--- src/rtl/cmp_ovf_pkg.sv ---
package cmp_ovf_pkg;

    localparam int LINE_BYTES     = 64;
    localparam int LINES_PER_PAGE = 64;
    localparam int CHUNK_BYTES    = 512;
    localparam int MAX_CHUNKS     = 8;
    localparam int MAX_INFLATED   = 17;

    localparam int PAGE_BYTES  = LINE_BYTES * LINES_PER_PAGE;
    localparam int BYTE_W      = $clog2(PAGE_BYTES + 1);
    localparam int CHUNK_W     = $clog2(MAX_CHUNKS + 1);
    localparam int INFL_W      = $clog2(MAX_INFLATED + 1);
    localparam int COST_W      = $clog2(LINES_PER_PAGE + 1);
    localparam int CHUNK_SHIFT = $clog2(CHUNK_BYTES);

    typedef enum logic [1:0] {
        BIN_ZERO = 2'd0,
        BIN_8    = 2'd1,
        BIN_32   = 2'd2,
        BIN_FULL = 2'd3
    } line_bin_e;

    typedef enum logic {
        OP_WRITEBACK = 1'b0,
        OP_EVICT     = 1'b1
    } req_op_e;

    typedef enum logic [2:0] {
        ACT_IN_PLACE   = 3'd0,
        ACT_INFLATE    = 3'd1,
        ACT_GROW_ROOM  = 3'd2,
        ACT_RECOMPRESS = 3'd3,
        ACT_REPACK     = 3'd4,
        ACT_KEEP       = 3'd5
    } ovf_action_e;

    typedef struct packed {
        logic [CHUNK_W-1:0] chunks;
        logic [INFL_W-1:0]  inflated;
        logic [BYTE_W-1:0]  room_free;
        logic [BYTE_W-1:0]  packed_bytes;
    } page_meta_t;

    typedef struct packed {
        ovf_action_e       action;
        logic [COST_W-1:0] reads;
        logic [COST_W-1:0] writes;
    } ovf_result_t;

    function automatic logic [BYTE_W-1:0] bin_bytes(line_bin_e b);
        case (b)
            BIN_ZERO: return '0;
            BIN_8:    return BYTE_W'(8);
            BIN_32:   return BYTE_W'(32);
            default:  return BYTE_W'(LINE_BYTES);
        endcase
    endfunction

    function automatic logic [CHUNK_W-1:0] chunks_for(logic [BYTE_W-1:0] bytes);
        logic [BYTE_W:0] rounded;
        rounded = {1'b0, bytes} + (BYTE_W+1)'(CHUNK_BYTES - 1);
        return CHUNK_W'(rounded >> CHUNK_SHIFT);
    endfunction

    function automatic page_meta_t meta_at_reset();
        page_meta_t m;
        m.chunks       = CHUNK_W'(MAX_CHUNKS);
        m.inflated     = '0;
        m.room_free    = '0;
        m.packed_bytes = BYTE_W'(PAGE_BYTES);
        return m;
    endfunction

endpackage

--- src/rtl/page_meta_table.sv ---
module page_meta_table
    import cmp_ovf_pkg::*;
#(
    parameter int NUM_PAGES = 8,
    localparam int PAGE_W = (NUM_PAGES > 1) ? $clog2(NUM_PAGES) : 1
) (
    input  logic              clk,
    input  logic              rst,
    input  logic [PAGE_W-1:0] rd_page,
    output page_meta_t        rd_meta,
    input  logic              wr_en,
    input  logic [PAGE_W-1:0] wr_page,
    input  page_meta_t        wr_meta
);

    page_meta_t entry [NUM_PAGES];

    for (genvar p = 0; p < NUM_PAGES; p++) begin : g_entry
        always_ff @(posedge clk) begin
            if (rst) begin
                entry[p] <= meta_at_reset();
            end else if (wr_en && (wr_page == PAGE_W'(p))) begin
                entry[p] <= wr_meta;
            end
        end
    end

    assign rd_meta = entry[rd_page];

    // Limits that the decision logic must never exceed when it writes a record
    AST_CHUNK_LIMIT: assert property (@(posedge clk) disable iff (rst)
        wr_en |-> (wr_meta.chunks <= CHUNK_W'(MAX_CHUNKS)))
        else $error("chunk count above limit");
    AST_INFL_LIMIT: assert property (@(posedge clk) disable iff (rst)
        wr_en |-> (wr_meta.inflated <= INFL_W'(MAX_INFLATED)))
        else $error("inflated count above limit");

endmodule

--- src/rtl/ovf_decide.sv ---
module ovf_decide
    import cmp_ovf_pkg::*;
(
    input  req_op_e     op,
    input  line_bin_e   old_bin,
    input  line_bin_e   new_bin,
    input  page_meta_t  cur,
    output ovf_result_t result,
    output page_meta_t  nxt
);

    logic [BYTE_W-1:0]  old_sz;
    logic [BYTE_W-1:0]  new_sz;
    logic [BYTE_W+1:0]  sum_sz;
    logic [BYTE_W-1:0]  packed_upd;
    logic               grows;
    logic               room_ok;
    logic               ptr_ok;
    logic               chunk_ok;
    logic [CHUNK_W-1:0] need_now;
    logic [CHUNK_W-1:0] need_upd;

    always_comb begin
        old_sz = bin_bytes(old_bin);
        new_sz = bin_bytes(new_bin);
        sum_sz = {2'b00, cur.packed_bytes} + {2'b00, new_sz};
        if (sum_sz < {2'b00, old_sz}) begin
            packed_upd = '0;
        end else if ((sum_sz - {2'b00, old_sz}) > (BYTE_W+2)'(PAGE_BYTES)) begin
            packed_upd = BYTE_W'(PAGE_BYTES);
        end else begin
            packed_upd = BYTE_W'(sum_sz - {2'b00, old_sz});
        end
        grows    = new_sz > old_sz;
        room_ok  = cur.room_free >= new_sz;
        ptr_ok   = cur.inflated < INFL_W'(MAX_INFLATED);
        chunk_ok = cur.chunks < CHUNK_W'(MAX_CHUNKS);
        need_now = chunks_for(cur.packed_bytes);
        need_upd = chunks_for(packed_upd);
    end

    always_comb begin
        nxt           = cur;
        result.action = ACT_KEEP;
        result.reads  = '0;
        result.writes = '0;
        if (op == OP_EVICT) begin
            if (need_now < cur.chunks) begin
                result.action = ACT_REPACK;
                result.reads  = COST_W'(LINES_PER_PAGE);
                result.writes = COST_W'(LINES_PER_PAGE);
                nxt.chunks    = need_now;
                nxt.inflated  = '0;
                nxt.room_free = '0;
            end
        end else begin
            nxt.packed_bytes = packed_upd;
            result.writes    = COST_W'(1);
            if (!grows) begin
                result.action = ACT_IN_PLACE;
            end else if (room_ok && ptr_ok) begin
                result.action = ACT_INFLATE;
                nxt.room_free = cur.room_free - new_sz;
                nxt.inflated  = cur.inflated + INFL_W'(1);
            end else if (chunk_ok && ptr_ok) begin
                result.action = ACT_GROW_ROOM;
                nxt.chunks    = cur.chunks + CHUNK_W'(1);
                nxt.room_free = cur.room_free + BYTE_W'(CHUNK_BYTES) - new_sz;
                nxt.inflated  = cur.inflated + INFL_W'(1);
            end else begin
                result.action = ACT_RECOMPRESS;
                result.reads  = COST_W'(LINES_PER_PAGE);
                result.writes = COST_W'(LINES_PER_PAGE);
                nxt.chunks    = need_upd;
                nxt.inflated  = '0;
                nxt.room_free = '0;
            end
        end
    end

endmodule

--- src/rtl/line_ovf_repack_ctrl.sv ---
module line_ovf_repack_ctrl
    import cmp_ovf_pkg::*;
#(
    parameter int NUM_PAGES = 8,
    localparam int PAGE_W = (NUM_PAGES > 1) ? $clog2(NUM_PAGES) : 1
) (
    input  logic              clk,
    input  logic              rst,
    input  logic              req_valid,
    output logic              req_ready,
    input  logic              req_op,
    input  logic [PAGE_W-1:0] req_page,
    input  logic [1:0]        req_old_bin,
    input  logic [1:0]        req_new_bin,
    output logic              rsp_valid,
    output logic [2:0]        rsp_action,
    output logic [COST_W-1:0] rsp_reads,
    output logic [COST_W-1:0] rsp_writes
);

    logic        accept;
    page_meta_t  cur_meta;
    page_meta_t  nxt_meta;
    ovf_result_t decided;
    ovf_result_t rsp_q;
    logic        rsp_valid_q;

    assign req_ready = !rst;
    assign accept    = req_valid && req_ready;

    page_meta_table #(.NUM_PAGES(NUM_PAGES)) u_table (
        .clk     (clk),
        .rst     (rst),
        .rd_page (req_page),
        .rd_meta (cur_meta),
        .wr_en   (accept),
        .wr_page (req_page),
        .wr_meta (nxt_meta)
    );

    ovf_decide u_decide (
        .op      (req_op_e'(req_op)),
        .old_bin (line_bin_e'(req_old_bin)),
        .new_bin (line_bin_e'(req_new_bin)),
        .cur     (cur_meta),
        .result  (decided),
        .nxt     (nxt_meta)
    );

    always_ff @(posedge clk) begin
        if (rst) begin
            rsp_valid_q   <= 1'b0;
            rsp_q.action  <= ACT_KEEP;
            rsp_q.reads   <= '0;
            rsp_q.writes  <= '0;
        end else begin
            rsp_valid_q <= accept;
            if (accept) begin
                rsp_q <= decided;
            end
        end
    end

    assign rsp_valid  = rsp_valid_q;
    assign rsp_action = rsp_q.action;
    assign rsp_reads  = rsp_q.reads;
    assign rsp_writes = rsp_q.writes;

    AST_RSP_AFTER_REQ: assert property (@(posedge clk) disable iff (rst)
        (req_valid && req_ready) |=> rsp_valid)
        else $error("missing response");
    AST_NO_RSP_IDLE: assert property (@(posedge clk) disable iff (rst)
        !(req_valid && req_ready) |=> !rsp_valid)
        else $error("response without request");
    AST_HEAVY_COST: assert property (@(posedge clk) disable iff (rst)
        (rsp_valid && (rsp_action == 3'd3 || rsp_action == 3'd4)) |->
            (rsp_reads == COST_W'(LINES_PER_PAGE) && rsp_writes == COST_W'(LINES_PER_PAGE)))
        else $error("page-wide action cost wrong");
    AST_LIGHT_COST: assert property (@(posedge clk) disable iff (rst)
        (rsp_valid && rsp_action <= 3'd2) |-> (rsp_reads == '0 && rsp_writes == COST_W'(1)))
        else $error("single-line action cost wrong");
    AST_EVICT_KIND: assert property (@(posedge clk) disable iff (rst)
        (req_valid && req_ready && req_op) |=> (rsp_action == 3'd4 || rsp_action == 3'd5))
        else $error("eviction gave a writeback action");

endmodule

--- config.mk ---
export PLATFORM = sky130hd
export DESIGN_NAME = line_ovf_repack_ctrl
export DESIGN_NICKNAME = d
export VERILOG_FILES = /design/src/rtl/cmp_ovf_pkg.sv /design/src/rtl/page_meta_table.sv /design/src/rtl/ovf_decide.sv /design/src/rtl/line_ovf_repack_ctrl.sv
export SDC_FILE = /design/constraint.sdc
export NUM_CORES = 1
export LEC_CHECK = 0
export ABC_AREA = 1
export CORE_MARGIN = 1
export CORE_UTILIZATION = 25
export DETAILED_ROUTE_END_ITERATION = 8
export DONT_BUFFER_PORTS = 1
export HOLD_SLACK_MARGIN = 0.02
export PLACE_DENSITY_LB_ADDON = 0.12
export SLEW_MARGIN = 20
export SYNTH_ARGS = -nofsm -noshare
export SYNTH_HDL_FRONTEND = slang
export SYNTH_SLANG_ARGS = --single-unit
--- constraint.sdc ---
create_clock -name clk -period 6.8 [get_ports clk]
set_clock_uncertainty 0.1 [all_clocks]
set_input_delay 1.36 -clock clk [delete_from_list [all_inputs] [get_ports clk]]
set_output_delay 1.36 -clock clk [all_outputs]
set_load 0.005 [all_outputs]
==> results by group <==
Global routing
  • Total GRT Usage: 17.9%
  • Initial antenna violation count: 1
  • Largest net degree at the start of global routing: 42
  • Vias in the first global route: 11200
  • First-pass GRT wire length: 78300 um
  • Grt ovf: 0

Route
  • DR vias/cell: 4.83
  • Drt first pass iters: 9
  • Iteration-0 DRC Markers: 1004
  • Routed WL: 53800 um
  • DRT antenna net count: 0
  • Routed wire per std cell: 23.2 um
  • Via count: 11200
  • DRC: 4

Timing
  • Setup-failing EPs final: 0
  • Fin crit period: 5880 ps
  • Setup TNS: 0 ps
  • Slew HR: 30.2%
  • Count of final max-slew check failures: 0
  • Tightest Pin Transition: 1040 ps
  • Final worst-path cycle share: 86.4%
  • F_max: 0.170 GHz
  • RSZ-0062 raised after global routing: no
  • Final Hold Fails: 0

Setup path
  • Worst EP arrival: 6030 ps
  • Reg-to-Reg Start: u_table.entry[0][5]
  • Reg2reg path depth: 25
  • Most numerous cell on the critical path: nand2_1
  • WS Path Type: in -> reg
  • CP startpoint kind: primary input
  • RR Endpoint: u_table.entry[0][33]
  • CP Data Required Time: 6960 ps
  • R2r setup slk: 1650 ps
  • Crit. End Element: flip-flop
  • Critical path peak fanout: 23
  • Largest stage delay, worst path: 470 ps
  • CP max stage cell: xnor2_1

Clock network
  • # clock sinks: 286
  • Hold buffers post-CTS: 0
  • CTS max path bufs: 3
  • CTS Root Cell: clkbuf_16
  • H-tree Lvls: 2
  • CTS tree: done
  • Num CTS Buffers: 36
  • Register clock-pin slew on the reported worst setup and hold paths: 50 ps
  • Post-CTS Resized: 0
  • Post-CTS setup buffers: 0
  • Worst-skew pair later-pin latency: 540 ps

Synthesis
  • Cell variety after synth: 58
  • Cells after Synth: 1519
  • Sequential share of the synthesized area: 57.0%
  • Warnings, synthesis: 0
  • Yosys reg bits: 286
  • Post-synth EDFFs: 280
  • Synth async-reset ratio: 0%
  • Predominant post-synthesis flop cell: edfxtp_1
  • Post-Syn Area: 0.0150 mm2
  • Mean Syn Cell Area: 9.86 um2

Layout
  • Layout area overhead: 12.6%
  • Layout cells sized above 1: 10.7%
  • Inserted Diodes: 0
  • Nets: 1578
  • Fill count: 6185
  • Commonest non-fill, non-tap cell in the layout: edfxtp_1
  • Leading cell types in the layout, fill and taps excluded: 280 x edfxtp_1, 278 x nor2_1, 269 x nand2_1, 97 x inv_1, 89 x a22oi_1

Hold path
  • Hold Crit Start: rsp_writes[0]
  • Hold Crit Class: reg -> reg
  • Worst Hold Path EP: rsp_writes[0]
  • Hold Crit Depth: 2

Power
  • Clk pwr share: 38.4%
  • Pint: 3260 uW
  • Cell Pwr Density: 275 mW/mm2
  • Net Switching: 1370 uW
  • Net Sw Frac: 29.6%
  • Flop pwr share: 44.0%
  • Pleak: 0.00627 uW
  • Combinational Power Share: 17.6%
  • Maximum vdd drop: 116 uV
  • Pwr Total: 4630 uW

Floorplan
  • DIE HEIGHT: 247 um
  • DIE AREA: 0.0609 mm2
  • Die W: 247 um
  • Initial Util: 25.3%
  • I/O Pins: 30
  • Core box area: 0.0591 mm2
  • Standard-cell row count: 89

Placement
  • GPL Wtd Cong: 0.815
  • Port Buf Inserts: 0
  • DP Wirelength: 33100 um

Status
  • Status: finished with violations
  • Failing checks: design-rule violations

Flow run
  • MaxCap Viol Count: 0
==> state kept, by name, summed over array words and instances, names as in the netlist <==
signal,flops
u_table.entry,280
rsp_valid,1
rsp_action,3
rsp_reads,1
rsp_writes,1
==> cell type report <==
cell class | instances | area, um2 | share of cell area [%]
Clock inverter | 11 | 71.3 | 0.423
Sequential cell | 286 | 8530 | 50.6
Multi-Input combinational cell | 1033 | 5520 | 32.7
Tap cell | 773 | 967 | 5.74
Timing Repair Buffer | 40 | 313 | 1.85
Clock buffer | 51 | 978 | 5.80
Inverter | 128 | 490 | 2.91
==> per-layer routing <==
layer | GRT usage (%) | share of wire (%) | vias to the layer above
li1 | - | - | 5244
met5 | 0 | 0.024 | -
met1 | 25.7 | 48 | 5616
met3 | 2.81 | 5.4 | 70
met2 | 27.5 | 44 | 286
met4 | 5.74 | 2.4 | 2
==> power by group through the flow <==
stage / sequential (uW) / clock, uW / combinational [uW]
global route: 2040 / 1890 / 901
global placement: 2070 / 0 / 821
detailed placement: 2070 / 0 / 816
finish: 2040 / 1780 / 815
floorplan: 2060 / 0 / 544
CTS: 2040 / 1820 / 819
==> critical path: cells and delay by family <==
kind	cells	cell delay, ps
compound gates	4	910
xor+xnor	2	650
fa+ha+maj	2	660
buf+inv	2	310
simple gates	17	2130
==> worst max-delay path by stage <==
stage / from / to / cells after the start
3_3_place_gp: req_page[1] / u_table.entry[0][33] / 27
5_1_grt: req_page[1] / u_table.entry[6][34] / 28
2_1_floorplan: req_page[0] / u_table.entry[0][24] / 25
6_report: req_page[1] / u_table.entry[0][33] / 27
4_1_cts: req_page[1] / u_table.entry[0][33] / 27
3_5_place_dp: req_page[1] / u_table.entry[0][33] / 27
==> metrics by stage <==
stage                     util [%]  instances  instance area (um2)  hold WS, ps  setup slack, ps
after detailed placement      26.7       2260                15800          384              471
after CTS                     28.5       2322                16900          398             1040
after global routing          28.5       2322                16900          432              510
after global placement        26.7       2260                15800          386              499
final                         28.5       2322                16900          401              922
after floorplan                  -       1529                15000          352             1510
==> cells in the mapped netlist (all sizes together) (2+ instances only) <==
| cell type | count | area share, % |
|---|---|---|
| or2 | 3 | 0.13 |
| dfxtp | 6 | 0.80 |
| nor2 | 288 | 7.6 |
| o211ai | 3 | 0.22 |
| nand3 | 64 | 2.2 |
| a21oi | 65 | 2.3 |
| nand4 | 16 | 0.67 |
| nor3 | 9 | 0.33 |
| o21a | 4 | 0.20 |
| a31oi | 4 | 0.17 |
| nand2 | 297 | 7.9 |
| xor2 | 21 | 1.3 |
| inv | 118 | 3.0 |
| o21ai | 73 | 2.7 |
| edfxtp | 280 | 56 |
| ha | 40 | 3.3 |
| a22o | 3 | 0.18 |
| buf | 51 | 2.5 |
| o31ai | 5 | 0.25 |
| a22oi | 91 | 4.6 |
| a221oi | 12 | 0.70 |
| clkinv | 10 | 0.25 |
| o22ai | 9 | 0.50 |
| clkbuf | 31 | 0.78 |
| o21bai | 2 | 0.10 |
| xnor2 | 3 | 0.18 |
| fa | 2 | 0.27 |
==> cell families (layout without fill, tap and decap cells) <==
family / after synthesis / in the layout / share of synthesized area, %
AND/OR/NAND/NOR: 680 / 680 / 19.0
flip-flops: 286 / 286 / 57.0
AO/OA/AOI/OAI: 276 / 276 / 12.4
buffers and inverters: 210 / 230 / 6.60
adder cells (fa/ha/maj): 42 / 42 / 3.61
XOR/XNOR: 24 / 24 / 1.45
other: 1 / 11 / 0.0250
Power figures use the tool's default switching activity.
